--- src/rtl/pcd_pkg.sv ---
// Package: shared constants and helpers for the pin change detector.
// Assumes: stage counts are small positive integers.
package pcd_pkg;

    // Smallest synchroniser depth accepted by the block.
    localparam int unsigned PCD_MIN_STAGES = 2;

    // Edges after reset before the stored copy holds a real synchronised sample.
    function automatic int unsigned pcd_arm_edges(input int unsigned stages);
        return stages + 1;
    endfunction

    // Width needed to count up to a given value inclusive.
    function automatic int unsigned pcd_cnt_width(input int unsigned maxval);
        int unsigned w;
        w = 1;
        while ((1 << w) <= maxval) begin
            w = w + 1;
        end
        return w;
    endfunction

endpackage

--- src/rtl/pcd_sync.sv ---
// Module: pcd_sync
// What: N-stage flop chain that brings an asynchronous bit into the clk domain.
// Assumes: STAGES >= 2; all stages reset to 0 on synchronous active-low reset.
module pcd_sync #(
    parameter int unsigned STAGES = 2
) (
    input  logic clk,
    input  logic rst_n,
    input  logic d_async,
    output logic q_sync
);

    logic [STAGES-1:0] chain_q;

    // Purpose: shift the raw bit through the synchroniser chain.
    always_ff @(posedge clk) begin
        if (!rst_n) begin
            chain_q <= '0;
        end else begin
            chain_q <= {chain_q[STAGES-2:0], d_async};
        end
    end

    assign q_sync = chain_q[STAGES-1];

endmodule

--- src/rtl/pcd_edge_track.sv ---
// Module: pcd_edge_track
// What: keeps the previous synchronised sample and flags any difference from
//       the current one, in both directions, once the pipeline is armed.
// Assumes: level_in comes from a synchroniser of depth SYNC_STAGES that
//          resets to 0.
module pcd_edge_track
    import pcd_pkg::*;
#(
    parameter int unsigned SYNC_STAGES = 2
) (
    input  logic clk,
    input  logic rst_n,
    input  logic level_in,
    output logic change_seen
);

    localparam int unsigned ARM_EDGES = pcd_arm_edges(SYNC_STAGES);
    localparam int unsigned CNT_W     = pcd_cnt_width(ARM_EDGES);
    localparam logic [CNT_W-1:0] ARM_LIMIT = CNT_W'(ARM_EDGES);

    logic [CNT_W-1:0] arm_cnt_q;
    logic             armed;
    logic             prev_q;

    assign armed = (arm_cnt_q == ARM_LIMIT);

    // Purpose: count edges after reset until the stored copy is trustworthy.
    always_ff @(posedge clk) begin
        if (!rst_n) begin
            arm_cnt_q <= '0;
        end else if (!armed) begin
            arm_cnt_q <= arm_cnt_q + 1'b1;
        end
    end

    // Purpose: remember the synchronised level from the previous cycle.
    always_ff @(posedge clk) begin
        if (!rst_n) begin
            prev_q <= 1'b0;
        end else begin
            prev_q <= level_in;
        end
    end

    // Purpose: report a level difference in either direction once armed.
    always_comb begin
        change_seen = armed && (level_in ^ prev_q);
    end

endmodule

--- src/rtl/pcd_status.sv ---
// Module: pcd_status
// What: sticky change flag with write-one clear; a detected change overrides
//       a clear in the same cycle. Also forms the enable-gated interrupt.
// Assumes: clr_in is a single-cycle pulse; irq_en_in may change at any cycle.
module pcd_status (
    input  logic clk,
    input  logic rst_n,
    input  logic change_in,
    input  logic clr_in,
    input  logic irq_en_in,
    output logic status_out,
    output logic irq_out
);

    logic status_q;

    // Purpose: set on change, hold otherwise, drop on clear unless a change arrives.
    always_ff @(posedge clk) begin
        if (!rst_n) begin
            status_q <= 1'b0;
        end else begin
            status_q <= change_in | (status_q & ~clr_in);
        end
    end

    // Purpose: gate the interrupt with the enable; the flag itself is never gated.
    always_comb begin
        irq_out = irq_en_in & status_q;
    end

    assign status_out = status_q;

endmodule

--- src/rtl/pin_change_irq.sv ---
// Module: pin_change_irq (top)
// What: synchronises an asynchronous pin, detects any level change, keeps a
//       sticky flag and raises an interrupt when enabled.
// Assumes: clk is free running; rst_n is synchronous, active low.
module pin_change_irq
    import pcd_pkg::*;
#(
    parameter int unsigned SYNC_STAGES = 2
) (
    input  logic clk,
    input  logic rst_n,
    input  logic pin_async,
    input  logic irq_en,
    input  logic clr_pulse,
    output logic chg_status,
    output logic chg_irq,
    output logic pin_level
);

    localparam int unsigned STAGES_USED =
        (SYNC_STAGES < PCD_MIN_STAGES) ? PCD_MIN_STAGES : SYNC_STAGES;

    logic level_sync;
    logic change_seen;

    pcd_sync #(
        .STAGES (STAGES_USED)
    ) u_sync (
        .clk     (clk),
        .rst_n   (rst_n),
        .d_async (pin_async),
        .q_sync  (level_sync)
    );

    pcd_edge_track #(
        .SYNC_STAGES (STAGES_USED)
    ) u_track (
        .clk         (clk),
        .rst_n       (rst_n),
        .level_in    (level_sync),
        .change_seen (change_seen)
    );

    pcd_status u_status (
        .clk        (clk),
        .rst_n      (rst_n),
        .change_in  (change_seen),
        .clr_in     (clr_pulse),
        .irq_en_in  (irq_en),
        .status_out (chg_status),
        .irq_out    (chg_irq)
    );

    assign pin_level = level_sync;

endmodule

--- config.mk ---
export PLATFORM = sky130hd
export DESIGN_NAME = pin_change_irq
export DESIGN_NICKNAME = d
export VERILOG_FILES = /design/src/rtl/pcd_pkg.sv /design/src/rtl/pcd_sync.sv /design/src/rtl/pcd_edge_track.sv /design/src/rtl/pcd_status.sv /design/src/rtl/pin_change_irq.sv
export SDC_FILE = /design/constraint.sdc
export NUM_CORES = 1
export LEC_CHECK = 0
export BUFFER_PORTS_ARGS = -buffer_cell sky130_fd_sc_hd__clkbuf_2
export CAP_MARGIN = 20
export CELL_PAD_IN_SITES_DETAIL_PLACEMENT = 1
export CELL_PAD_IN_SITES_GLOBAL_PLACEMENT = 1
export CORE_AREA = 5 5 42 44
export DETAILED_ROUTE_END_ITERATION = 10
export DIE_AREA = 0 0 47 49
export PLACE_DENSITY = 0.39
export SKIP_LAST_GASP = 1
export SLEW_MARGIN = 5
export SYNTH_ARGS = -nofsm -noshare
export SYNTH_HDL_FRONTEND = slang
export SYNTH_SLANG_ARGS = --single-unit
--- constraint.sdc ---
create_clock -name clk -period 0.9 [get_ports clk]
set_input_delay 0.27 -clock clk [delete_from_list [all_inputs] [get_ports clk]]
set_output_delay 0.27 -clock clk [all_outputs]
set_load 0.01 [all_outputs]
==> impl_metrics.csv <==
group,metric,value,unit
cts,cts_made_buffers,3,
critical_path,critPathCaptureType,"primary output",
die,num_io_pins,8,
place,portBuffers,7,
final_layout,n_antenna_cell,0,
place,preCtsSetupSlack,-0.00766,ns
logic_synthesis,syn_area,214,µm²
detailed_routing,detail-route-antenna-nets,0,
die,core,1400,µm²
outcome,violations,"setup timing",
pwr,cellLeakagePower,0.151,nW
place,place.gp.congestion,0.594,
worst_hold_path,hold_class,"input port to flip-flop",
logic_synthesis,avgSynthCellArea,11.3,µm²
cts,clock_latency,0.24,ns
logic_synthesis,ys_types,9,
cts,htreeDepth,1,
global_routing,antenna_found_initial,0,
sta,rsz0062_at_grt,"true",
detailed_routing,remaining_drc_errors,0,
cts,cts_buffer_depth,2,
logic_synthesis,ys.flop_type,"dfxtp_1",
global_routing,grt_pass1_vias,157,
global_routing,met2_usage,0.0498,
cts,root_buffer,"clkbuf_4",
final_layout,area_growth,68.4,%
flow_run,maxCapViolations,0,
final_layout,nets,40,
critical_path,r2r-end,"u_track.arm_cnt_q[0]$_SDFFE_PN0P_",
critical_path,rr_worst_depth,3,
global_routing,grt-busiest-layer,"met4",
global_routing,globalRouteMet1Util,0.0418,
critical_path,crit_type,"flip-flop to primary output",
detailed_routing,dr_total_vias,176,
logic_synthesis,synth_top_area_share,0.561,
die,fp.dieArea,2300,µm²
critical_path,worstSetupEndpoint,"chg_irq",
cts,cts_sinks,6,
critical_path,timing.rr.start,"u_track.arm_cnt_q[0]$_SDFFE_PN0P_",
die,die_y,49,µm
logic_synthesis,yosysWarnings,0,
final_layout,nFillCells,177,
critical_path,start_kind,"flip-flop",
sta,finalHoldViolCount,0,
logic_synthesis,synthCells,19,
final_layout,final_cell_count_no_fill,48,
sta,max_slew_margin,0.920,
final_layout,drive_gt1_frac,0.625,
cts,ctsHoldBuffers,0,
sta,fin_crit_sh,1.19,
place,dp_cells,43,
detailed_routing,first_pass_iters,1,
sta,setup_violations,3,
die,die-width,47,µm
critical_path,reg2reg_slack,0.02,ns
sta,period_needed,1.07,ns
sta,worst_pin_slew,0.117,ns
detailed_routing,drtIter0Drc,0,
sta,clock_skew,0.000680,ns
global_routing,grt.total_usage,0.0458,
critical_path,worstPathArrival,0.80,ns
sta,worst_slack,-0.168,ns
pwr,ir_worst_vdd,0.472,mV
logic_synthesis,synth_most_common_cell,"dfxtp_1",
pwr,power_density,1900,nW/µm²
critical_path,critPathMaxFanout,3,
cts,cts_tree,"done",
die,rows,14,
logic_synthesis,synth-edff-count,0,
logic_synthesis,ys_seq_elements,6,
global_routing,grt_first_pass_wirelength,621,µm
global_routing,grt-ovfl-total,0,
detailed_routing,routedWlPerCell,8.56,µm
logic_synthesis,synth_common_cells,"6 x dfxtp_1, 5 x and2_1, 2 x xnor2_1",
sta,fmax,936,MHz
logic_synthesis,synth_seq_area_share,0.561,
global_routing,grt_max_degree,8,
global_routing,grtUsageMet3,0.0221,
die,start_util,0.153,
logic_synthesis,netlist.top_cell.by_area,"dfxtp_1",
logic_synthesis,async_reset_ff_frac,0,
detailed_routing,routed_via_density,3.67,
detailed_routing,wirelength,411,µm
sta,maxSlewViolCount,0,
critical_path,startpoint,"u_status.status_out$_SDFF_PN0_",
outcome,outcome,"complete, but fails checks",
cts,clkTransAtPathRegs,0.04,ns
critical_path,critPathRequiredTime,0.63,ns
logic_synthesis,netlist_top_cells_area,"dfxtp_1 56%, and2_1 15%, xnor2_1 8.2%",
logic_synthesis,synth_nets,25,
sta,hold_slack,0.236,ns
-- repair_timing --
action,CTS,global route
resized for setup,6,7
pin swaps,2,2
setup buffers,1,1
setup endpoints to repair,5,5
-- metrics by stage --
stage | power [mW] | utilization | cell area (µm²) | TNS (ns)
floorplan | 0.370 | - | 216 | 0
global placement | 0.401 | 0.199 | 279 | 0
detailed placement | 0.407 | 0.199 | 279 | -0.00766
CTS | 0.706 | 0.237 | 332 | -0.343
global route | 0.744 | 0.257 | 360 | -0.470
finish | 0.685 | 0.257 | 360 | -0.368
-- flip-flops by register name, summed over array words and instances (netlist names) --
register and cells:
u_sync.chain_q 2, u_status.status_out 1, u_track.prev_q 1, u_track.arm_cnt_q 2
-- kinds of logic (layout without fill, tap and decap cells) --
group,after synthesis,after routing,synth area share
multiplexers,1,1,0.0468
adder cells (fa/ha/maj),1,1,0.0585
AND/OR/NAND/NOR,8,8,0.228
flip-flops,6,6,0.561
buffers and inverters,0,13,0
AO/OA/AOI/OAI,1,1,0.0234
XOR/XNOR,2,2,0.0819
-- layout by cell type, fill, tap and decap left out --
cell type,count
mux2i_1,1
dfxtp_2,4
xnor2_1,1
o21ai_0,1
clkbuf_2,4
clkbuf_4,3
ha_4,1
nor2b_1,1
and2_4,1
nand3b_1,1
buf_6,3
and2_1,4
dfxtp_1,2
buf_4,3
xnor2_2,1
nand2_1,1
-- power breakdown --
part,switching (mW),internal [mW]
registers,0.0219,0.299
logic,0.0421,0.0802
clock network,0.0916,0.150
-- cell type report --
type / instances / area, µm² / area share
flip-flops and latches: 6 / 125 / 0.347
multi-input cells: 13 / 116 / 0.323
repair buffers: 10 / 76.3 / 0.212
clock buffers: 3 / 22.5 / 0.0625
well taps: 16 / 20.0 / 0.0556
-- critical path, stage by stage (launching register included) --
cell and delay (ns):
dfxtp_2 0.32, and2_4 0.13, buf_6 0.11
-- metal layers --
| metal | vias to the layer above | share of wire |
|---|---|---|
| met4 | 0 | 0.046 |
| met3 | 2 | 0.14 |
| met2 | 9 | 0.44 |
| met5 | - | 0 |
| met1 | 75 | 0.37 |
| li1 | 90 | - |
-- how the worst min path moves through the flow --
stage,start,to,depth (start not counted)
finish,pin_async,u_sync.chain_q[0]$_SDFF_PN0_,2
global placement,u_sync.chain_q[0]$_SDFF_PN0_,u_sync.chain_q[1]$_SDFF_PN0_,1
detailed placement,u_sync.chain_q[0]$_SDFF_PN0_,u_sync.chain_q[1]$_SDFF_PN0_,1
global route,pin_async,u_sync.chain_q[0]$_SDFF_PN0_,2
floorplan,rst_n,u_sync.chain_q[0]$_SDFF_PN0_,1
CTS,pin_async,u_sync.chain_q[0]$_SDFF_PN0_,2
(Power assumes the default switching activity.)
